`config.mk`:
```
export PLATFORM = sky130hd
export DESIGN_NAME = mpriv_ctrl
export DESIGN_NICKNAME = d
export VERILOG_FILES = /design/src/rtl/mpriv_pkg.sv /design/src/rtl/mpriv_sel.sv /design/src/rtl/mpriv_regfile.sv /design/src/rtl/mpriv_qual.sv /design/src/rtl/mpriv_lookup.sv /design/src/rtl/mpriv_ctrl.sv
export SDC_FILE = /design/constraint.sdc
export NUM_CORES = 1
export LEC_CHECK = 0
export CORE_MARGIN = 8
export CORE_UTILIZATION = 30
export CTS_BUF_LIST = sky130_fd_sc_hd__clkbuf_4
export DETAILED_ROUTE_END_ITERATION = 6
export PLACE_DENSITY = 0.76
export SLEW_MARGIN = 10
export SYNTH_ARGS = -nofsm -noshare
export SYNTH_HDL_FRONTEND = slang
export SYNTH_SLANG_ARGS = --single-unit
```
`constraint.sdc`:
```
create_clock -name clk -period 2.8 [get_ports clk]
set_input_delay 0.56 -clock clk [delete_from_list [all_inputs] [get_ports clk]]
set_output_delay 0.56 -clock clk [all_outputs]
set_load 0.1 [all_outputs]
```
`src/rtl/mpriv_pkg.sv`:
```
package mpriv_pkg;

  // Width of one master's attribute nibble
  localparam int NIB_W = 4;

  // Bit positions inside a nibble (behavioural: bridge decodes these)
  localparam int BIT_BW = 3;  // write-buffer enable
  localparam int BIT_TR = 2;  // read trust
  localparam int BIT_TW = 1;  // write trust
  localparam int BIT_PL = 0;  // privilege level

  // Per-master reset attributes: not bufferable, trusted both ways, privileged
  localparam logic [NIB_W-1:0] RST_NIB = 4'b0111;

  typedef enum logic [1:0] {
    SZ_BYTE = 2'b00,
    SZ_HALF = 2'b01,
    SZ_WORD = 2'b10,
    SZ_RSVD = 2'b11
  } acc_size_e;

endpackage

```
`src/rtl/mpriv_sel.sv`:
```
// Picks one bit of a per-master vector by master ID; IDs past the last
// master select a zero.
module mpriv_sel #(
  parameter int N_MST = 4,
  parameter int IDX_W = 2
) (
  input  logic [N_MST-1:0] vec_i,
  input  logic [IDX_W-1:0] idx_i,
  output logic             bit_o
);
  localparam int SPAN = 1 << IDX_W;

  logic [SPAN-1:0] padded;

  for (genvar i = 0; i < SPAN; i++) begin : g_pad
    if (i < N_MST) begin : g_live
      assign padded[i] = vec_i[i];
    end else begin : g_void
      assign padded[i] = 1'b0;
    end
  end

  assign bit_o = padded[idx_i];
endmodule

```
`src/rtl/mpriv_regfile.sv`:
```
module mpriv_regfile
  import mpriv_pkg::*;
#(
  parameter int N_MST = 4,
  parameter int REG_W = 32,
  localparam int USED = N_MST * NIB_W
) (
  input  logic                        clk,
  input  logic                        rst_n,
  input  logic                        wr_en_i,
  input  logic [USED-1:0]             wr_fields_i,
  output logic [REG_W-1:0]            word_o,
  output logic [NIB_W-1:0][N_MST-1:0] attr_cols_o
);

  logic [USED-1:0] fields_q;

  always_ff @(posedge clk or negedge rst_n) begin
    if (!rst_n) begin
      fields_q <= {N_MST{RST_NIB}};
    end else if (wr_en_i) begin
      fields_q <= wr_fields_i;
    end
  end

  // Master 0 lives in the top nibble, later masters below it
  for (genvar m = 0; m < N_MST; m++) begin : g_mst
    localparam int BASE = USED - (m + 1) * NIB_W;
    for (genvar b = 0; b < NIB_W; b++) begin : g_bit
      assign attr_cols_o[b][m] = fields_q[BASE + b];
    end
  end

  if (REG_W > USED) begin : g_pad_low
    assign word_o = {fields_q, {(REG_W - USED){1'b0}}};
  end else begin : g_full
    assign word_o = fields_q;
  end
endmodule

```
`src/rtl/mpriv_qual.sv`:
```
// Decides whether a configuration access may touch the control word.
module mpriv_qual
  import mpriv_pkg::*;
#(
  parameter int N_MST      = 4,
  parameter int MID_W      = 2,
  parameter int ADDR_W     = 8,
  parameter int REG_OFFSET = 0
) (
  input  logic [MID_W-1:0]  master_i,
  input  logic              super_i,
  input  logic              write_i,
  input  logic [1:0]        size_i,
  input  logic [ADDR_W-1:0] addr_i,
  input  logic [N_MST-1:0]  trust_rd_i,
  input  logic [N_MST-1:0]  trust_wr_i,
  output logic              ok_o
);
  localparam logic [ADDR_W-1:0] OFFS = ADDR_W'(REG_OFFSET);

  logic rd_trusted, wr_trusted, dir_trusted;
  logic aligned, hit, full_word;

  mpriv_sel #(.N_MST(N_MST), .IDX_W(MID_W)) u_sel_rd (
    .vec_i(trust_rd_i), .idx_i(master_i), .bit_o(rd_trusted)
  );

  mpriv_sel #(.N_MST(N_MST), .IDX_W(MID_W)) u_sel_wr (
    .vec_i(trust_wr_i), .idx_i(master_i), .bit_o(wr_trusted)
  );

  always_comb begin
    dir_trusted = write_i ? wr_trusted : rd_trusted;
    aligned     = (addr_i[1:0] == 2'b00);
    hit         = (addr_i[ADDR_W-1:2] == OFFS[ADDR_W-1:2]);
    full_word   = (acc_size_e'(size_i) == SZ_WORD);
    ok_o        = super_i && dir_trusted && aligned && hit && full_word;
  end
endmodule

```
`src/rtl/mpriv_lookup.sv`:
```
// Per-transaction attribute lookup from the stored control word.
module mpriv_lookup
  import mpriv_pkg::*;
#(
  parameter int N_MST = 4,
  parameter int MID_W = 2
) (
  input  logic [NIB_W-1:0][N_MST-1:0] attr_cols_i,
  input  logic [MID_W-1:0]            master_i,
  input  logic                        write_i,
  input  logic                        super_i,
  output logic                        allow_o,
  output logic                        buffer_o,
  output logic                        priv_o
);
  logic [NIB_W-1:0] attr;

  for (genvar b = 0; b < NIB_W; b++) begin : g_attr
    mpriv_sel #(.N_MST(N_MST), .IDX_W(MID_W)) u_sel (
      .vec_i(attr_cols_i[b]), .idx_i(master_i), .bit_o(attr[b])
    );
  end

  always_comb begin
    allow_o  = write_i ? attr[BIT_TW] : attr[BIT_TR];
    buffer_o = write_i & attr[BIT_BW];
    priv_o   = super_i & attr[BIT_PL];
  end
endmodule

```
`src/rtl/mpriv_ctrl.sv`:
```
module mpriv_ctrl
  import mpriv_pkg::*;
#(
  parameter int N_MST      = 4,
  parameter int REG_W      = 32,
  parameter int ADDR_W     = 8,
  parameter int REG_OFFSET = 0,
  parameter int MID_W      = (N_MST > 1) ? $clog2(N_MST) : 1
) (
  input  logic              clk,
  input  logic              rst_n,
  input  logic              cfg_req_valid,
  output logic              cfg_req_ready,
  input  logic [MID_W-1:0]  cfg_req_master,
  input  logic              cfg_req_super,
  input  logic              cfg_req_write,
  input  logic [1:0]        cfg_req_size,
  input  logic [ADDR_W-1:0] cfg_req_addr,
  input  logic [REG_W-1:0]  cfg_req_wdata,
  output logic              cfg_rsp_valid,
  input  logic              cfg_rsp_ready,
  output logic              cfg_rsp_err,
  output logic [REG_W-1:0]  cfg_rsp_rdata,
  input  logic [MID_W-1:0]  chk_master,
  input  logic              chk_write,
  input  logic              chk_super,
  output logic              chk_allow,
  output logic              chk_buffer,
  output logic              chk_priv
);
  localparam int USED = N_MST * NIB_W;

  logic [REG_W-1:0]            ctrl_word;
  logic [NIB_W-1:0][N_MST-1:0] attr_cols;
  logic                        accept, access_ok, wr_en;
  logic                        rsp_valid_q, rsp_err_q;
  logic [REG_W-1:0]            rsp_rdata_q;

  if (REG_W > USED) begin : g_low_unused
    logic wdata_low_unused;
    assign wdata_low_unused = ^cfg_req_wdata[REG_W-USED-1:0];
  end

  assign cfg_req_ready = !rsp_valid_q || cfg_rsp_ready;
  assign accept        = cfg_req_valid && cfg_req_ready;
  assign wr_en         = accept && cfg_req_write && access_ok;

  mpriv_qual #(
    .N_MST(N_MST), .MID_W(MID_W), .ADDR_W(ADDR_W), .REG_OFFSET(REG_OFFSET)
  ) u_qual (
    .master_i   (cfg_req_master),
    .super_i    (cfg_req_super),
    .write_i    (cfg_req_write),
    .size_i     (cfg_req_size),
    .addr_i     (cfg_req_addr),
    .trust_rd_i (attr_cols[BIT_TR]),
    .trust_wr_i (attr_cols[BIT_TW]),
    .ok_o       (access_ok)
  );

  mpriv_regfile #(.N_MST(N_MST), .REG_W(REG_W)) u_regs (
    .clk         (clk),
    .rst_n       (rst_n),
    .wr_en_i     (wr_en),
    .wr_fields_i (cfg_req_wdata[REG_W-1 -: USED]),
    .word_o      (ctrl_word),
    .attr_cols_o (attr_cols)
  );

  mpriv_lookup #(.N_MST(N_MST), .MID_W(MID_W)) u_look (
    .attr_cols_i (attr_cols),
    .master_i    (chk_master),
    .write_i     (chk_write),
    .super_i     (chk_super),
    .allow_o     (chk_allow),
    .buffer_o    (chk_buffer),
    .priv_o      (chk_priv)
  );

  // Response stage: one register, held under back-pressure
  always_ff @(posedge clk or negedge rst_n) begin
    if (!rst_n) begin
      rsp_valid_q <= 1'b0;
      rsp_err_q   <= 1'b0;
      rsp_rdata_q <= '0;
    end else if (accept) begin
      rsp_valid_q <= 1'b1;
      rsp_err_q   <= !access_ok;
      rsp_rdata_q <= (access_ok && !cfg_req_write) ? ctrl_word : '0;
    end else if (cfg_rsp_ready) begin
      rsp_valid_q <= 1'b0;
    end
  end

  assign cfg_rsp_valid = rsp_valid_q;
  assign cfg_rsp_err   = rsp_err_q;
  assign cfg_rsp_rdata = rsp_rdata_q;
endmodule

```
### After elaboration in Yosys (flattened, before gate mapping)

Index checks and enable logic that the tools add are counted.
W data, S select, Z words.

| storage, ports and cells | value |
|---|---|
| register bits | 50 |
| input bits | 54 |
| output and inout port bits | 38 |
| word-level logic and storage cells | 41 |

| cells by class | value |
|---|---|
| order comparisons | 2 |
| eq/ne operators | 1 |
| multiplexer cells | 17 |
| bitwise gates (word level) | 2 |
| reduce and logical (&&, ||, !) cells | 15 |

Operators by type and width:

| kind | count |
|---|---|
| $mux W32 | 1 |
| $bmux W1 S2 | 6 |
| $mux W1 | 10 |
| $logic_and A1 B1 Y1 | 8 |
| $logic_not A6 Y1 | 1 |
| $lt A2 B3 Y1 const B | 2 |
| $logic_not A1 Y1 | 3 |
| $and A1 B1 Y1 | 2 |
| $eq A2 B2 Y1 const B | 1 |
| $logic_not A2 Y1 | 1 |
| $reduce_bool A2 Y1 | 1 |
| $logic_or A1 B1 Y1 | 1 |

### Longest topological paths before layout

| depth | value |
|---|---|
| word-level depth | 9 |
| mapped depth | 5 |
| gate-level depth less buffers | 4 |

### Hierarchy

From an unflattened synthesis, not the netlist that was laid out.

| unflattened totals | value |
|---|---|
| cells, all modules | 233 |
| area, all modules | 2732.6 um2 |

By module, submodules not included:

| module | times used | cells an instance | area each (um2) | seq. area each (um2) |
|---|---|---|---|---|
| mpriv_ctrl | 1 | 152 | 1621.6 | 850.8 |
| mpriv_regfile | 1 | 67 | 908.4 | 415.4 |
| mpriv_sel | 6 | 1 | 22.5 | 0.0 |
| mpriv_qual | 1 | 5 | 38.8 | 0.0 |
| mpriv_lookup | 1 | 3 | 28.8 | 0.0 |

### Worst setup path after synthesis

OpenSTA, ideal clock, no wires.

| timing | value |
|---|---|
| path kind | register -> register |
| from | register rsp_valid_q, in the netlist cfg_rsp_valid |
| to | register u_regs.fields_q[11] |
| library setup time | 125 ps |
| arrival | 2995 ps |
| data required time | 2675 ps |
| path slack | -319 ps |
| stages on the path, launching flop included | 6 |
| buffers on the path | 1 |
| period minus slack after synthesis | 3119 ps |
| cells stage by stage | dfrtp_1 nand2b_1 nand4_1 nor3_4 buf_6 mux2_2 |

| between the ends | value |
|---|---|
| longest elaborated chain between the ends | 5 |

Ends and longest elaborated chain:

| element | line | RTL |
|---|---|---|
| start, declared | mpriv_ctrl.sv:36 | `logic rsp_valid_q, rsp_err_q;` |
| start signal, assigned | mpriv_ctrl.sv:83 | `rsp_valid_q <= 1'b0;` |
| start signal, assigned | mpriv_ctrl.sv:87 | `rsp_valid_q <= 1'b1;` |
| start signal, assigned | mpriv_ctrl.sv:91 | `rsp_valid_q <= 1'b0;` |
| $logic_not A1 Y1 | mpriv_ctrl.sv:44 | `assign cfg_req_ready = !rsp_valid_q \|\| cfg_rsp_ready;` |
| $logic_or A1 B1 Y1 | mpriv_ctrl.sv:44 |  |
| via cfg_req_ready | mpriv_ctrl.sv:13 | `output logic cfg_req_ready,` |
| $logic_and A1 B1 Y1 | mpriv_ctrl.sv:45 | `assign accept = cfg_req_valid && cfg_req_ready;` |
| $logic_and A1 B1 Y1 (2 in a row) | mpriv_ctrl.sv:46 | `assign wr_en = accept && cfg_req_write && access_ok;` |
| end signal, assigned | mpriv_regfile.sv:20 | `fields_q <= {N_MST{RST_NIB}};` |
| end signal, assigned | mpriv_regfile.sv:22 | `fields_q <= wr_fields_i;` |
| end, declared | mpriv_regfile.sv:16 | `logic [USED-1:0] fields_q;` |

The timed path passes the listed nets, and every way through them passes these cells.
A chain may end at the register's enable or synchronous reset.

### Worst setup path in the final report

| timing | value |
|---|---|
| from | input chk_master[1] |
| to | output chk_buffer |

| between the ends | value |
|---|---|
| longest elaborated chain between the ends | 3 |

Ends and longest elaborated chain:

| element | line | RTL |
|---|---|---|
| start, declared | mpriv_ctrl.sv:24 | `input logic [MID_W-1:0] chk_master,` |
| $bmux W1 S2 | mpriv_sel.sv:23 | `assign bit_o = padded[idx_i];` |
| $mux W1 (implied by the code) | mpriv_sel.sv:23 |  |
| $and A1 B1 Y1 | mpriv_lookup.sv:26 | `buffer_o = write_i & attr[BIT_BW];` |
| end, declared | mpriv_ctrl.sv:28 | `output logic chk_buffer,` |

Every way passes these cells. The select of a mux whose other input is x is not followed.

==> results.txt <==
Outcome -> complete, no violations
Met2 Wirelength -> 2060 um
Post-CTS Resized -> 0
#FFs+latches synth -> 34
GRT Overall Usage -> 10.6%
Clk root buf -> clkbuf_4
Worst slew pin tran -> 0.633 ns
Fin util -> 43.5%
Commonest cells in the netlist -> 22 x dfrtp_1, 18 x mux2_2, 16 x buf_4, 12 x dfstp_2, 10 x a22o_2
Clock Latency Late Sink -> 0.33 ns
First-pass GRT wire length -> 6800 um
Synth Instances -> 115
Die area -> 8090 um2
Worst R2R Path Depth -> 5
Hold crit path type -> reg -> reg
Layout area overhead -> 43.3%
VDD IR max -> 0.284 mV
Avg Vias per Cell -> 4.43
Critical Path Sink Type -> primary output
Number of buffers created by CTS -> 5
Power density over cell area -> 451 nW/um2
Core box area -> 5410 um2
Max Transition Viols Final -> 0
Post-synthesis xor/xnor area fraction -> 0%
DR iter-0 viols -> 30
R2R setup slack -> 1.03 ns
Synth Area in Compound Gates -> 11.9%
Sequential share of the synthesized area -> 52.8%
Initial antenna violation count -> 0
Number of flops mapped to enable cells by yosys -> 0
Max Cap Viol -> 0
Syn Std Cell Area -> 1640 um2
Met3 WL post-DR -> 261 um
TritonRoute pass-1 iters -> 4
Layout cells sized above 1 -> 45.4%
DRC -> 0
Worst-path clk slew -> 0.10 ns
Mux contribution to synthesized area -> 19.7%
Final antenna-violating net count -> 0
Dpl hpwl -> 3190 um
Max_slew headroom -> 57.7%
Data required time of the worst path -> 2.24 ns
Hold slack -> 0.519 ns
Die Span Y -> 89.9 um
Main combinational cell family by area after synthesis -> multiplexers
FF-to-FF End -> u_regs.fields_q[7]
CP Buf/Inv Count -> 2
Count leader, synth -> dfrtp_1
Vias in the first global route -> 1255
Simple-gate share of the synthesized area -> 6.48%
CP startpoint kind -> input pin
Mean Syn Cell Area -> 14.3 um2
Post-Synth Adder-Cell Area -> 0%
I/O pins -> 92
Final setup viols -> 0
Synth top area share -> 33.6%
Initial core utilization -> 30.3%
Routability cong. -> 0.746
Largest cells by area after synthesis -> dfrtp_1 34%, dfstp_2 19%, mux2_2 12%, buf_4 7.3%, a22o_2 6.1%
Critical Setup Path Class -> in -> out
Post-CTS setup repair buffer count -> 0
Routed WL per cell -> 16.1 um
Worst path max stage delay -> 0.58 ns
Total Wirelength -> 4110 um
Crit path depth -> 4
Nets@finish -> 236
Synth Flop Type -> dfrtp_1
Leak -> 0.00107 uW
FFs w/ async S/R, synth -> 100%
GR Overflow Total -> 0
Buffers added on ports -> 59
ANT cells -> 0
Vias -> 1129
Setup tns final -> 0 ns
WP data arrival -> 2.04 ns
FP Rows -> 27
Critical path fanouts, max -> 4
H-tree levels -> 2
Synth area leader -> dfrtp_1
CTS Sinks -> 34
Clock skew -> 0.00403 ns
CP endpoint -> chk_buffer
CTS tree -> yes
Setup crit start -> chk_master[1]
Critical path's slowest cell -> clkdlybuf4s50_1
Hold-fix buffers at CTS -> 0
Highest clock rate -> 0.385 GHz
Min Tclk post-route -> 2.60 ns
Metal-1 WL -> 1730 um
Yosys warning count -> 0
CP Cell Sequence -> clkdlybuf4s50_1 > mux4_2 > and2_1 > buf_12
Die W -> 89.9 um
Cell variety after synth -> 25
Largest net degree at the start of global routing -> 35
Uppermost layer routed -> met4
Final period utilization -> 92.8%
CP delay by family, top -> buffers and inverters
RSZ-0062 raised after global routing -> no
Final hold viol count -> 0
Worst r2r src -> cfg_rsp_valid
Clock Path Buffers -> 2
## registers in the layout (all words and copies together) (netlist names)
| signal | count |
|---|---|
| cfg_rsp_err | 1 |
| cfg_rsp_rdata | 16 |
| cfg_rsp_valid | 1 |
| u_regs.fields_q | 16 |
## power breakdown
part	leakage, uW	internal, uW	switching (uW)	total, uW
combinational	0.000601	57.6	140	197
sequential	0.000423	493	0.669	493
clock	0.0000463	209	161	369
## how the worst min path moves through the flow
| stage | slack, ns | depth (start not counted) | end | from |
|---|---|---|---|---|
| floorplan | 0.26 | 0 | cfg_rsp_err | rst_n |
| global placement | 0.49 | 1 | cfg_rsp_rdata[17] | cfg_rsp_rdata[17] |
| detailed placement | 0.50 | 1 | cfg_rsp_rdata[21] | cfg_rsp_rdata[21] |
| CTS | 0.53 | 1 | cfg_rsp_rdata[25] | cfg_rsp_rdata[25] |
| global route | 0.55 | 1 | cfg_rsp_rdata[18] | cfg_rsp_rdata[18] |
| finish | 0.52 | 1 | cfg_rsp_rdata[29] | cfg_rsp_rdata[29] |
## layout by cell type (no fill, tap or decap), drive strengths merged
master and n:
nor3 1, bufinv 1, nor4 1, clkdlybuf4s50 36, nand2b 3, nor4b 1
conb 16, a21oi 1, a22o 16, nand4 1, or3 1, and2 2
nand3b 1, buf 27, dfstp 12, o22a 1, a311oi 1, mux2i 3
mux4 4, nand2 3, mux2 18, nor2 2, dfrtp 22, dlymetal6s2s 1
a211oi 1, clkbuf 7
## layout make-up
cell class                 instances  area (um2)
sequential                        34         866
timing repair buffer              64         626
tap                               72        90.1
fill                             522        3050
clock inverter                     1        30.0
clock buffer                       7        52.6
multi-input combinational         77         687
## logic make-up after synthesis
family	Yosys count
muxes	25
buffers and inverters	19
AOI/OAI and AO/OA	20
and+or+nand+nor	16
other	1
DFF	34
## metrics by stage
stage	power [uW]	setup slack, ns	cells	cell area [um2]
floorplan	640	0.101	130	1700
global placement	698	0.0319	247	2270
detailed placement	699	0.0317	247	2270
CTS	1070	0.0317	255	2350
global route	1110	0.142	255	2350
finish	1060	0.203	255	2350
## routing by layer
| metal | GRT usage, % | vias up |
|---|---|---|
| li1 | - | 530 |
| met1 | 12.3 | 550 |
| met3 | 3.99 | 8 |
| met4 | 3.74 | 0 |
| met5 | 0 | - |
| met2 | 17.4 | 41 |
Note: power is estimated with default switching activity, not from simulation.
